<file path="src/rtl/exc_pkg.sv">
package exc_pkg;

  typedef enum logic [2:0] {
    EXC_RESET = 3'd0,
    EXC_UNDEF = 3'd1,
    EXC_SWI   = 3'd2,
    EXC_PABT  = 3'd3,
    EXC_DABT  = 3'd4,
    EXC_RSVD  = 3'd5,
    EXC_IRQ   = 3'd6,
    EXC_FIQ   = 3'd7
  } exc_code_e;

  localparam int MODE_W = 5;
  localparam logic [MODE_W-1:0] MODE_FIQ = 5'b10001;
  localparam logic [MODE_W-1:0] MODE_IRQ = 5'b10010;
  localparam logic [MODE_W-1:0] MODE_SVC = 5'b10011;
  localparam logic [MODE_W-1:0] MODE_ABT = 5'b10111;
  localparam logic [MODE_W-1:0] MODE_UND = 5'b11011;

  localparam int ST_T_BIT = 5;
  localparam int ST_F_BIT = 6;
  localparam int ST_I_BIT = 7;
  localparam int ST_KEEP_LSB = 8;

endpackage

</file>
<file path="src/rtl/exc_vector_map.sv">
module exc_vector_map
  import exc_pkg::*;
#(
  parameter int ADDR_W = 32,
  parameter logic [ADDR_W-1:0] VEC_BASE = '0
) (
  input  logic [2:0]        code,
  output logic [ADDR_W-1:0] vec_addr,
  output logic [MODE_W-1:0] tgt_mode,
  output logic              fiq_mask
);
  localparam int SLOT_SHIFT = 2;

  exc_code_e kind;

  always_comb begin
    kind     = exc_code_e'(code);
    vec_addr = VEC_BASE + (ADDR_W'(code) << SLOT_SHIFT);
    fiq_mask = 1'b0;
    unique case (kind)
      EXC_RESET: begin tgt_mode = MODE_SVC; fiq_mask = 1'b1; end
      EXC_UNDEF: tgt_mode = MODE_UND;
      EXC_SWI:   tgt_mode = MODE_SVC;
      EXC_PABT:  tgt_mode = MODE_ABT;
      EXC_DABT:  tgt_mode = MODE_ABT;
      EXC_RSVD:  tgt_mode = MODE_SVC;
      EXC_IRQ:   tgt_mode = MODE_IRQ;
      EXC_FIQ:   begin tgt_mode = MODE_FIQ; fiq_mask = 1'b1; end
      default:   tgt_mode = MODE_SVC;
    endcase
  end
endmodule

</file>
<file path="src/rtl/exc_status_gen.sv">
module exc_status_gen
  import exc_pkg::*;
#(
  parameter int DATA_W = 32
) (
  input  logic [DATA_W-1:0] old_status,
  input  logic [MODE_W-1:0] tgt_mode,
  input  logic              fiq_mask,
  output logic [DATA_W-1:0] new_status
);
  localparam int KEEP_W = DATA_W - ST_KEEP_LSB;

  always_comb begin
    new_status = {old_status[DATA_W-1:ST_KEEP_LSB], {ST_KEEP_LSB{1'b0}}};
    new_status[MODE_W-1:0] = tgt_mode;
    new_status[ST_T_BIT]   = 1'b0;
    new_status[ST_F_BIT]   = fiq_mask;
    new_status[ST_I_BIT]   = 1'b1;
  end

  initial begin
    if (KEEP_W < 1) $error("DATA_W too small for status layout");
  end
endmodule

</file>
<file path="src/rtl/exc_entry_ctrl.sv">
module exc_entry_ctrl
  import exc_pkg::*;
#(
  parameter int DATA_W = 32,
  parameter int CODE_W = 3,
  parameter logic [DATA_W-1:0] VEC_BASE = '0
) (
  input  logic              clk,
  input  logic              rst,
  input  logic              req_valid,
  input  logic [CODE_W-1:0] req_code,
  input  logic [DATA_W-1:0] cur_status,
  input  logic [DATA_W-1:0] cur_pc,
  output logic              done,
  output logic [MODE_W-1:0] mode_out,
  output logic [DATA_W-1:0] saved_status,
  output logic [DATA_W-1:0] link_addr,
  output logic [DATA_W-1:0] status_out,
  output logic [DATA_W-1:0] pc_out
);
  localparam logic [DATA_W-1:0] RESET_STATUS =
    DATA_W'({1'b1, 1'b1, 1'b0, MODE_SVC});

  logic [DATA_W-1:0] vec_addr;
  logic [MODE_W-1:0] tgt_mode;
  logic              fiq_mask;
  logic [DATA_W-1:0] next_status;
  logic              accept;

  exc_vector_map #(.ADDR_W(DATA_W), .VEC_BASE(VEC_BASE)) u_map (
    .code     (req_code[2:0]),
    .vec_addr (vec_addr),
    .tgt_mode (tgt_mode),
    .fiq_mask (fiq_mask)
  );

  exc_status_gen #(.DATA_W(DATA_W)) u_stat (
    .old_status (cur_status),
    .tgt_mode   (tgt_mode),
    .fiq_mask   (fiq_mask),
    .new_status (next_status)
  );

  assign accept = req_valid && !done;

  always_ff @(posedge clk) begin
    if (rst) begin
      done         <= 1'b0;
      mode_out     <= MODE_SVC;
      saved_status <= '0;
      link_addr    <= '0;
      status_out   <= RESET_STATUS;
      pc_out       <= VEC_BASE;
    end else begin
      done <= accept;
      if (accept) begin
        mode_out     <= tgt_mode;
        saved_status <= cur_status;
        link_addr    <= cur_pc;
        status_out   <= next_status;
        pc_out       <= vec_addr;
      end
    end
  end

  assert_done_pulse_R2: assert property (@(posedge clk) disable iff (rst)
    done |=> !done);

  assert_drop_busy_R3: assert property (@(posedge clk) disable iff (rst)
    (done && req_valid) |=> $stable(pc_out) && $stable(status_out));

  assert_pc_aligned_R4: assert property (@(posedge clk) disable iff (rst)
    done |-> (pc_out[1:0] == 2'b00));

  assert_mode_field_R5: assert property (@(posedge clk) disable iff (rst)
    done |-> (status_out[MODE_W-1:0] == mode_out));

  assert_saved_copy_R6: assert property (@(posedge clk) disable iff (rst)
    done |-> (saved_status == $past(cur_status)));

  assert_link_copy_R7: assert property (@(posedge clk) disable iff (rst)
    done |-> (link_addr == $past(cur_pc)));

  assert_status_bits_R8: assert property (@(posedge clk) disable iff (rst)
    done |-> (status_out[ST_I_BIT] && !status_out[ST_T_BIT]
              && status_out[DATA_W-1:ST_KEEP_LSB] == saved_status[DATA_W-1:ST_KEEP_LSB]));

  assert_fiq_mask_R9: assert property (@(posedge clk) disable iff (rst)
    done |-> (status_out[ST_F_BIT] == ((mode_out == MODE_FIQ) || (pc_out == VEC_BASE))));

  assert_idle_hold_R10: assert property (@(posedge clk) disable iff (rst)
    (!req_valid && !$past(rst)) |=> $stable(pc_out) && $stable(link_addr));
endmodule

</file>
<file path="config.mk">
export PLATFORM = sky130hd
export DESIGN_NAME = exc_entry_ctrl
export DESIGN_NICKNAME = d
export VERILOG_FILES = /design/src/rtl/exc_pkg.sv /design/src/rtl/exc_vector_map.sv /design/src/rtl/exc_status_gen.sv /design/src/rtl/exc_entry_ctrl.sv
export SDC_FILE = /design/constraint.sdc
export NUM_CORES = 1
export LEC_CHECK = 0
export ABC_CLOCK_PERIOD_IN_PS = 1600
export BUFFER_PORTS_ARGS = -buffer_cell sky130_fd_sc_hd__buf_4
export CORE_MARGIN = 1
export CORE_UTILIZATION = 41
export CTS_CLUSTER_SIZE = 20
export DETAILED_ROUTE_END_ITERATION = 7
export PLACE_DENSITY = 0.79
export SETUP_SLACK_MARGIN = 0.15
export SKIP_LAST_GASP = 1
export SLEW_MARGIN = 20
export SYNTH_ARGS = -nofsm -noshare
export SYNTH_HDL_FRONTEND = slang
export SYNTH_SLANG_ARGS = --single-unit
</file>
<file path="constraint.sdc">
create_clock -name clk -period 1.6 [get_ports clk]
set_clock_uncertainty 0.2 [all_clocks]
set_input_delay 0.48 -clock clk [delete_from_list [all_inputs] [get_ports clk]]
set_output_delay 0.48 -clock clk [all_outputs]
set_load 0.01 [all_outputs]
</file>
# Word level (Yosys, flattened, before mapping)
# Cells that the tools add are included.
[word_totals]
reg_bits = 103
input_bits = 70
out_inout_bits = 134
[op_classes]
eq_ne = 7
mux = 2
reduce_logical = 6
[ops]
columns = ["operator", "n"]
rows = [
  ["one-hot mux 5 bit (5 select lines)", 1],
  ["equality test 3 bit (second input constant)", 4],
  ["equality test 3 x 2 -> 1 bit (second input constant)", 2],
  ["OR reduction 2 bit", 2],
  ["equality test 3 x 1 -> 1 bit (second input constant)", 1],
  ["logical NOT 3 bit", 1],
  ["OR reduction 3 bit", 1],
  ["logical AND 1 bit", 1],
  ["logical NOT 1 bit", 1],
  ["2-to-1 mux 1 bit", 1],
]

# Logic depth before layout (Yosys ltp)
# Gate-level depths: netlist (run 1).
[depth]
ltp_word = 3
depth_mapped = 5

# By module
# From an unflattened synthesis (run 1), not the netlist that was laid out.
[unflattened]
cells_unflattened = 684
area_unflattened_um2 = 6548.8
[modules_own_cells]
columns = ["module", "instances", "cells_per_inst", "area_per_inst_um2"]
rows = [
  ["exc_entry_ctrl", 1, 607, 5999.5],
  ["exc_vector_map", 1, 43, 301.5],
  ["exc_status_gen", 1, 34, 247.7],
]

# Worst setup path before layout (run 1)
# Ideal clock, no wire load.
[synth_timing]
kind = "input to register"
start = "input port req_valid"
end = "register status_out[3]"
t_arrival_ps = 1214
t_required_ps = 1330
path_slack_ps = 115
stages = 4
path_buffers = 1
path_cell_list = "nand2b_4 buf_6 or4b_1 a21oi_1"
[synth_between]
elab_chain_len = 1
[synth_rtl]
columns = ["item", "line_no", "text"]
rows = [
  ["start, declared", "exc_entry_ctrl.sv:10", "input logic req_valid,"],
  ["logical AND 1 bit", "exc_entry_ctrl.sv:44", "assign accept = req_valid && !done;"],
  ["end signal, assigned", "exc_entry_ctrl.sv:60", "status_out <= next_status;"],
  ["end, declared", "exc_entry_ctrl.sv:18", "output logic [DATA_W-1:0] status_out,"],
]
# Every way passes these cells.
# A chain may end at the register's enable or synchronous reset.

==> run summary, run 1 <==
Pin count of the biggest net entering global routing -> 32
Post-synthesis cell type count -> 20
Worst Path Buf+Inv -> 1
Clock power share -> 28.5%
Initial DRC Count -> 71
Design area -> 4870 sq um
Share of cells above drive strength 1 -> 52.5%
Reg power frac -> 49.8%
Switching power -> 0.00106 W
Fraction of registers with async set/reset -> 0%
VDD IR max -> 539 uV
Core area -> 6940 sq um
Global Route Usage Sum -> 20.1%
Routed wire length -> 8350 microns
TritonCTS Buffers -> 9
Input/output buffers -> 170
Global-route wire length before repair -> 11,900 microns
Gr ovfl total -> 0
Clock Sinks -> 73
Crit path launch type -> flop
CTS tree -> done
Top_reg_cell synth -> dfxtp_1
Worst min path class -> in2reg
Crit path kind -> reg2out
Crit path largest cell delay -> 370 ps
Remaining DRCs -> 0
Final slew viol count -> 0
Power Density -> 837 nW/um^2
Worst-path clk slew -> 70 ps
Initial antenna violation count -> 0
Detailed placer's ending HPWL -> 5410 microns
Root Buffer -> clkbuf_8
DRT Pass-1 Iters -> 4
WP data required -> 920 ps
Die height -> 87.5 microns
Cell breakdown of the critical path -> buf_6
Vias in the first global route -> 2,681
GPL Wtd Cong -> 0.777
Post-synth top area share -> 48.7%
Combinational power share -> 21.7%
Final period util -> 93.1%
Min Tclk post-route -> 1490 ps
Fin. Hold Viols -> 0
Layout area overhead -> 62.5%
# diodes -> 0
Cells after Synth -> 383
Finish-stage setup viols -> 0
Cell taking the most area after synthesis -> dfxtp_1
Slowest cell on the critical path -> dfxtp_4
H-tree depth -> 3
Fill cells -> 526
Syn. warnings -> 0
Final Net Count -> 601
Seq/Total Area, Yosys -> 48.7%
Status -> finished clean
Clock Latency Late Sink -> 320 ps
Initial Utilization -> 43.2%
Top cells by instance count after synthesis -> 137 x nand2_1, 73 x dfxtp_1, 68 x a21oi_1, 61 x buf_4, 14 x clkbuf_1
CTS Buffer Depth -> 2
Cell with the most instances after synthesis -> nand2_1
Int Power -> 0.00302 W
Critical Path AT -> 810 ps
Vias -> 2,887
Top area cells in the synthesized netlist -> dfxtp_1 49%, nand2_1 17%, buf_4 15%
Mean post-synth cell area -> 7.83 sq um
Fmax -> 671 MHz
Design Power -> 0.00408 W
Die Area -> 7660 sq um
Critical path capture point type -> output port
Die X -> 87.5 microns
CP max FO -> 3
WL/cell -> 13.3 microns
Net Sw Frac -> 26.0%
Max-cap viol count -> 0
Boundary Pins -> 204
Synth Cell Area -> 3000 sq um
CTS Hold Bufs -> 0
Leak -> 2.24 nW
RSZ-0062 raised after global routing -> yes
Final TNS setup -> 0 ps
Largest delay share family, worst path -> flip-flops
Core Rows -> 30
Register bit total from synthesis -> 73
DR vias/cell -> 4.59
Final ANT Viol Nets -> 0
Placed instance area -> 4080 sq um
Post-synth EDFFs -> 0
[worst paths after layout]
kind	slack [ps]	depth (start not counted)	end	startpoint
worst max register to register	140	6	status_out[6]	done
worst min register to register	260	2	saved_status[0]	saved_status[0]
worst min-delay path	190	3	saved_status[0]	cur_status[0]
worst max-delay path	110	1	mode_out[3]	status_out[3]
[layout by cell type (no fill, tap or decap)]
cell and n:
clkbuf_1 2, buf_6 101, o21bai_1 2, nor3_1 2, conb_1 33, dfxtp_4 8
clkinv_2 1, a31oi_1 1, buf_12 6, a21oi_1 66, nand2b_4 1, nor2_1 6
buf_4 82, dfxtp_2 65, nand3b_1 1, nor2b_4 1, or3_1 1, nand2_1 137
clkbuf_16 2, nand3_1 1, a311oi_1 1, a21oi_2 2, or4b_4 1, clkbuf_8 10
[flip-flops by register name (all words and copies together), names as in the netlist]
name          flops
link_addr        32
done              1
pc_out            3
status_out        3
mode_out          3
saved_status     31
[logic make-up (layout without fill, tap and decap cells)]
kind of cell    after synthesis  in the layout  share of synthesized area (%)
compound gates               72             72                           12.3
other cells                   2             33                          0.250
buf+inv                      85            204                           18.8
flops                        73             73                           48.7
simple gates                151            151                           19.8
[repair_timing]
item	CTS	global route
cloned	0	2
gates resized for setup	176	12
buffers inserted	4	7
setup endpoints to repair	101	123
pin swaps	0	1
[through the flow]
stage	worst slack (ps)	utilization (%)	hold slack (ps)	cells
after CTS	93.8	68.2	171	620
after global routing	68.7	70.2	174	629
after global placement	68.5	58.7	243	603
final	111	70.2	194	629
after detailed placement	8.82	58.7	247	603
after floorplan	132	-	281	414
[metal layers]
layer / wire (microns) / up-vias / GRT usage, %
li1: - / 1414 / -
met1: 3320 / 1340 / 21.7
met2: 4260 / 119 / 35.9
met3: 622 / 14 / 5.84
met4: 144 / 0 / 9.54
met5: 0 / - / 0
[power by group through the flow]
stage | Combinational [W] | Clock [W] | Sequential [W]
finish | 0.000885 | 0.00116 | 0.00203
global placement | 0.000731 | 0 | 0.00202
floorplan | 0.000377 | 0 | 0.00207
global route | 0.000955 | 0.00129 | 0.00204
CTS | 0.000836 | 0.00121 | 0.00203
detailed placement | 0.000743 | 0 | 0.00203
[cell type report]
type	count	area [sq um]	area share [%]
clock buffers	12	145	2.98
clock inverters	1	5.00	0.103
multi-input cells	256	1110	22.7
flip-flops and latches	73	1570	32.3
well taps	96	120	2.46
repair buffers	191	1920	39.5
Note: power is estimated with default switching activity, not from simulation.
==> inputs of run 2 (changes only) <==
- CORE_UTILIZATION: 41 -> 47
- GPL_TIMING_DRIVEN: not set -> 0
- PLACE_DENSITY: 0.79 -> 0.74
- SYNTH_HIERARCHICAL: not set -> 1
==> run 2 against run 1 <==
  * Sequential share of layout area is 5.8 points lower
  * Critical path depth stayed put
  * Count of clock-buffer cells in the layout is 6 higher
  * Setup slack worse by 94 ps
  * Synthesized cell count is 79% higher
  * Clock power grew to 3.8 times the previous value
  * Die area is 88% higher
  * Hold slack worse by 69 ps
  * Synthesized area is 120% higher
  * Non-clock buffer count is 227 higher
  * Total power is 150% higher
  * Critical path type unchanged
  * Critical endpoint is now saved_status[21]
  * Largest power group is now clock
  * Highest routed layer unchanged
==> run summary, run 2 <==
Root Buffer -> clkbuf_16
Fill cells -> 811 (+54%)
Worst-path clk slew -> 60 ps (about the same)
CTS Buffer Depth -> 2 (unchanged)
Status -> finished clean
Gr ovfl total -> 0 (unchanged)
Max-cap viol count -> 0 (unchanged)
Core Rows -> 42 (+40%)
Min Tclk post-route -> 1580 ps (+93.9 ps)
Clock Latency Late Sink -> 420 ps (+100 ps)
Initial DRC Count -> 370 (+420%)
Register bit total from synthesis -> 134 (+84%)
Finish-stage setup viols -> 0 (unchanged)
Fin util -> 80.2% (+10 points)
Cell taking the most area after synthesis -> dfxtp_1
Clock Sinks -> 134 (+84%)
Critical path capture point type -> output port
Leak -> 4.54 nW (+100%)
Fmax -> 632 MHz (-5.9%)
Post-synthesis cell type count -> 22 (+10%)
Top_reg_cell synth -> dfxtp_1
Seq/Total Area, Yosys -> 41.0% (-7.7 points)
Hold_ws -> 125 ps (-68.6 ps)
Pin count of the biggest net entering global routing -> 17 (-47%)
Largest family of logic cells by synthesized area -> simple AND/OR/NAND/NOR gates
Final period util -> 98.9% (+5.9 points)
Post-synth top area share -> 41.0% (-7.7 points)
Top area cells in the synthesized netlist -> dfxtp_1 41%, nand4bb_1 19%, nand2b_1 12%
Die X -> 120 microns (+37%)
Vias -> 6,276 (+120%)
WL/cell -> 17.7 microns (+33%)
Post-synth EDFFs -> 0 (unchanged)
Most common cell after layout, fill and taps aside -> buf_4
Compound-gate portion of the synthesized area -> 9.65% (-2.7 points)
RSZ-0062 raised after global routing -> yes
Vias in the first global route -> 6,155 (+130%)
Die height -> 120 microns (+37%)
CP max FO -> 2 (-1)
Layout area overhead -> 64.2%
XOR/XNOR Fraction of Synth Area -> 0% (unchanged)
Global Route Usage Sum -> 28.0% (+8.0 points)
Fin. Hold Viols -> 0 (unchanged)
Power Density -> 939 nW/um^2 (+12%)
Final Net Count -> 1,082 (+80%)
Share of cells above drive strength 1 -> 56.7% (+4.2 points)
Simple-gate area share of the yosys netlist -> 35.3% (+15 points)
Slowest cell on the critical path -> dfxtp_2
Synth Cell Area -> 6550 sq um (+120%)
Fraction of registers with async set/reset -> 0% (unchanged)
Cell with the most instances after synthesis -> dfxtp_1
Cells after Synth -> 684 (+79%)
Cell breakdown of the critical path -> buf_6
Synth Area in Adders -> 0% (unchanged)
Largest delay share family, worst path -> flip-flops
Detailed placer's ending HPWL -> 13,600 microns (+150%)
Die Area -> 14,400 sq um (+88%)
TritonCTS Buffers -> 17 (+8)
WP data required -> 920 ps (about the same)
Initial antenna violation count -> 0 (unchanged)
Top cells by instance count after synthesis -> 134 x dfxtp_1, 126 x nand2b_1, 113 x nand4bb_1, 67 x o21ai_0, 66 x buf_4
VDD IR max -> 687 uV (+27%)
Remaining DRCs -> 0 (unchanged)
CTS tree -> done
Final ANT Viol Nets -> 0 (unchanged)
DRT Pass-1 Iters -> 6 (+2)
Worst min path class -> in2reg
Input/output buffers -> 201 (+18%)
Final slew viol count -> 0 (unchanged)
Crit path launch type -> flop
Syn. warnings -> 6 (+6)
Routed wire length -> 21,300 microns (+150%)
Worst Path Buf+Inv -> 1 (unchanged)
Core area -> 13,400 sq um (+93%)
Mean post-synth cell area -> 9.57 sq um (+22%)
CTS Hold Bufs -> 0 (unchanged)
Multiplexer area fraction after synthesis -> 1.22% (+1.2 points)
Crit path largest cell delay -> 360 ps (about the same)
Design Power -> 0.0101 W (+150%)
Global-route wire length before repair -> 31,200 microns (+160%)
Commonest non-fill, non-tap cells in the layout -> 202 x buf_4, 139 x buf_6, 134 x dfxtp_2
Crit path kind -> reg2out
# diodes -> 0 (unchanged)
Boundary Pins -> 204 (unchanged)
DR vias/cell -> 5.23 (+14%)
H-tree depth -> 4 (+1)
Critical Path AT -> 900 ps (+90 ps)
GPL Wtd Cong -> 0.820 (+5.6%)
Initial Utilization -> 48.9% (+5.7 points)
## run 2: power by group
group          leakage, nW  internal (W)  switching, W
registers             1.15       0.00359      0.000158
clock network        0.316       0.00291       0.00151
logic                 3.08       0.00115      0.000773
total                 4.54       0.00765       0.00244
## run 2: cell type report
class / count / area, sq um / share of cell area [%]
clock inverters: 14 / 231 / 2.15
clock buffers: 18 / 429 / 3.99
repair buffers: 281 / 2790 / 25.9
flip-flops and latches: 134 / 2850 / 26.5
plain buffers: 137 / 973 / 9.05
well taps: 176 / 220 / 2.05
multi-input cells: 441 / 3260 / 30.3
## run 2: through the flow
| step | worst slack [ps] | instance area (sq um) | std cells | TNS, ps |
|---|---|---|---|---|
| 3_5_place_dp | -202 | 8400 | 1089 | -18460 |
| 3_3_place_gp | -147 | 8400 | 1089 | -13190 |
| 4_1_cts | 13.8 | 10200 | 1161 | 0 |
| 2_1_floorplan | 96.3 | 6670 | 712 | 0 |
| 6_report | 16.8 | 10800 | 1201 | 0 |
| 5_1_grt | -9.66 | 10800 | 1201 | -33.2 |
## run 2: logic make-up after synthesis
logic type | count (synthesis)
AO/OA/AOI/OAI | 126
AND/OR/NAND/NOR | 275
multiplexers | 8
flip-flops | 134
other | 4
buffers and inverters | 137
## run 2: tightest hold or removal path: stages
cell       delay (ps)
buf_4              80
nand4bb_1          80
o21ai_0            70
## run 2: path summary, 6_finish.rpt
path | start | end | slack (ps) | depth (start not counted)
setup / recovery | saved_status[21] | saved_status[21] | 20 | 1
hold / removal | cur_pc[0] | link_addr[0] | 130 | 3
setup reg to reg | done | mode_out[0] | 30 | 7
hold reg to reg | saved_status[2] | saved_status[2] | 270 | 2
## run 2: per-layer routing
layer	GRT usage, %	wire length (microns)	vias up
li1	-	-	2969
met1	32.9	8740	3040
met2	47.4	10700	215
met3	6.70	1170	52
met4	14.1	681	0
met5	0	0	-
## run 2: repair_timing
action,CTS,global route
buffers inserted,34,37
cloned,6,3
resized for setup,300,91
setup endpoints to repair,264,267
pin swaps,2,26
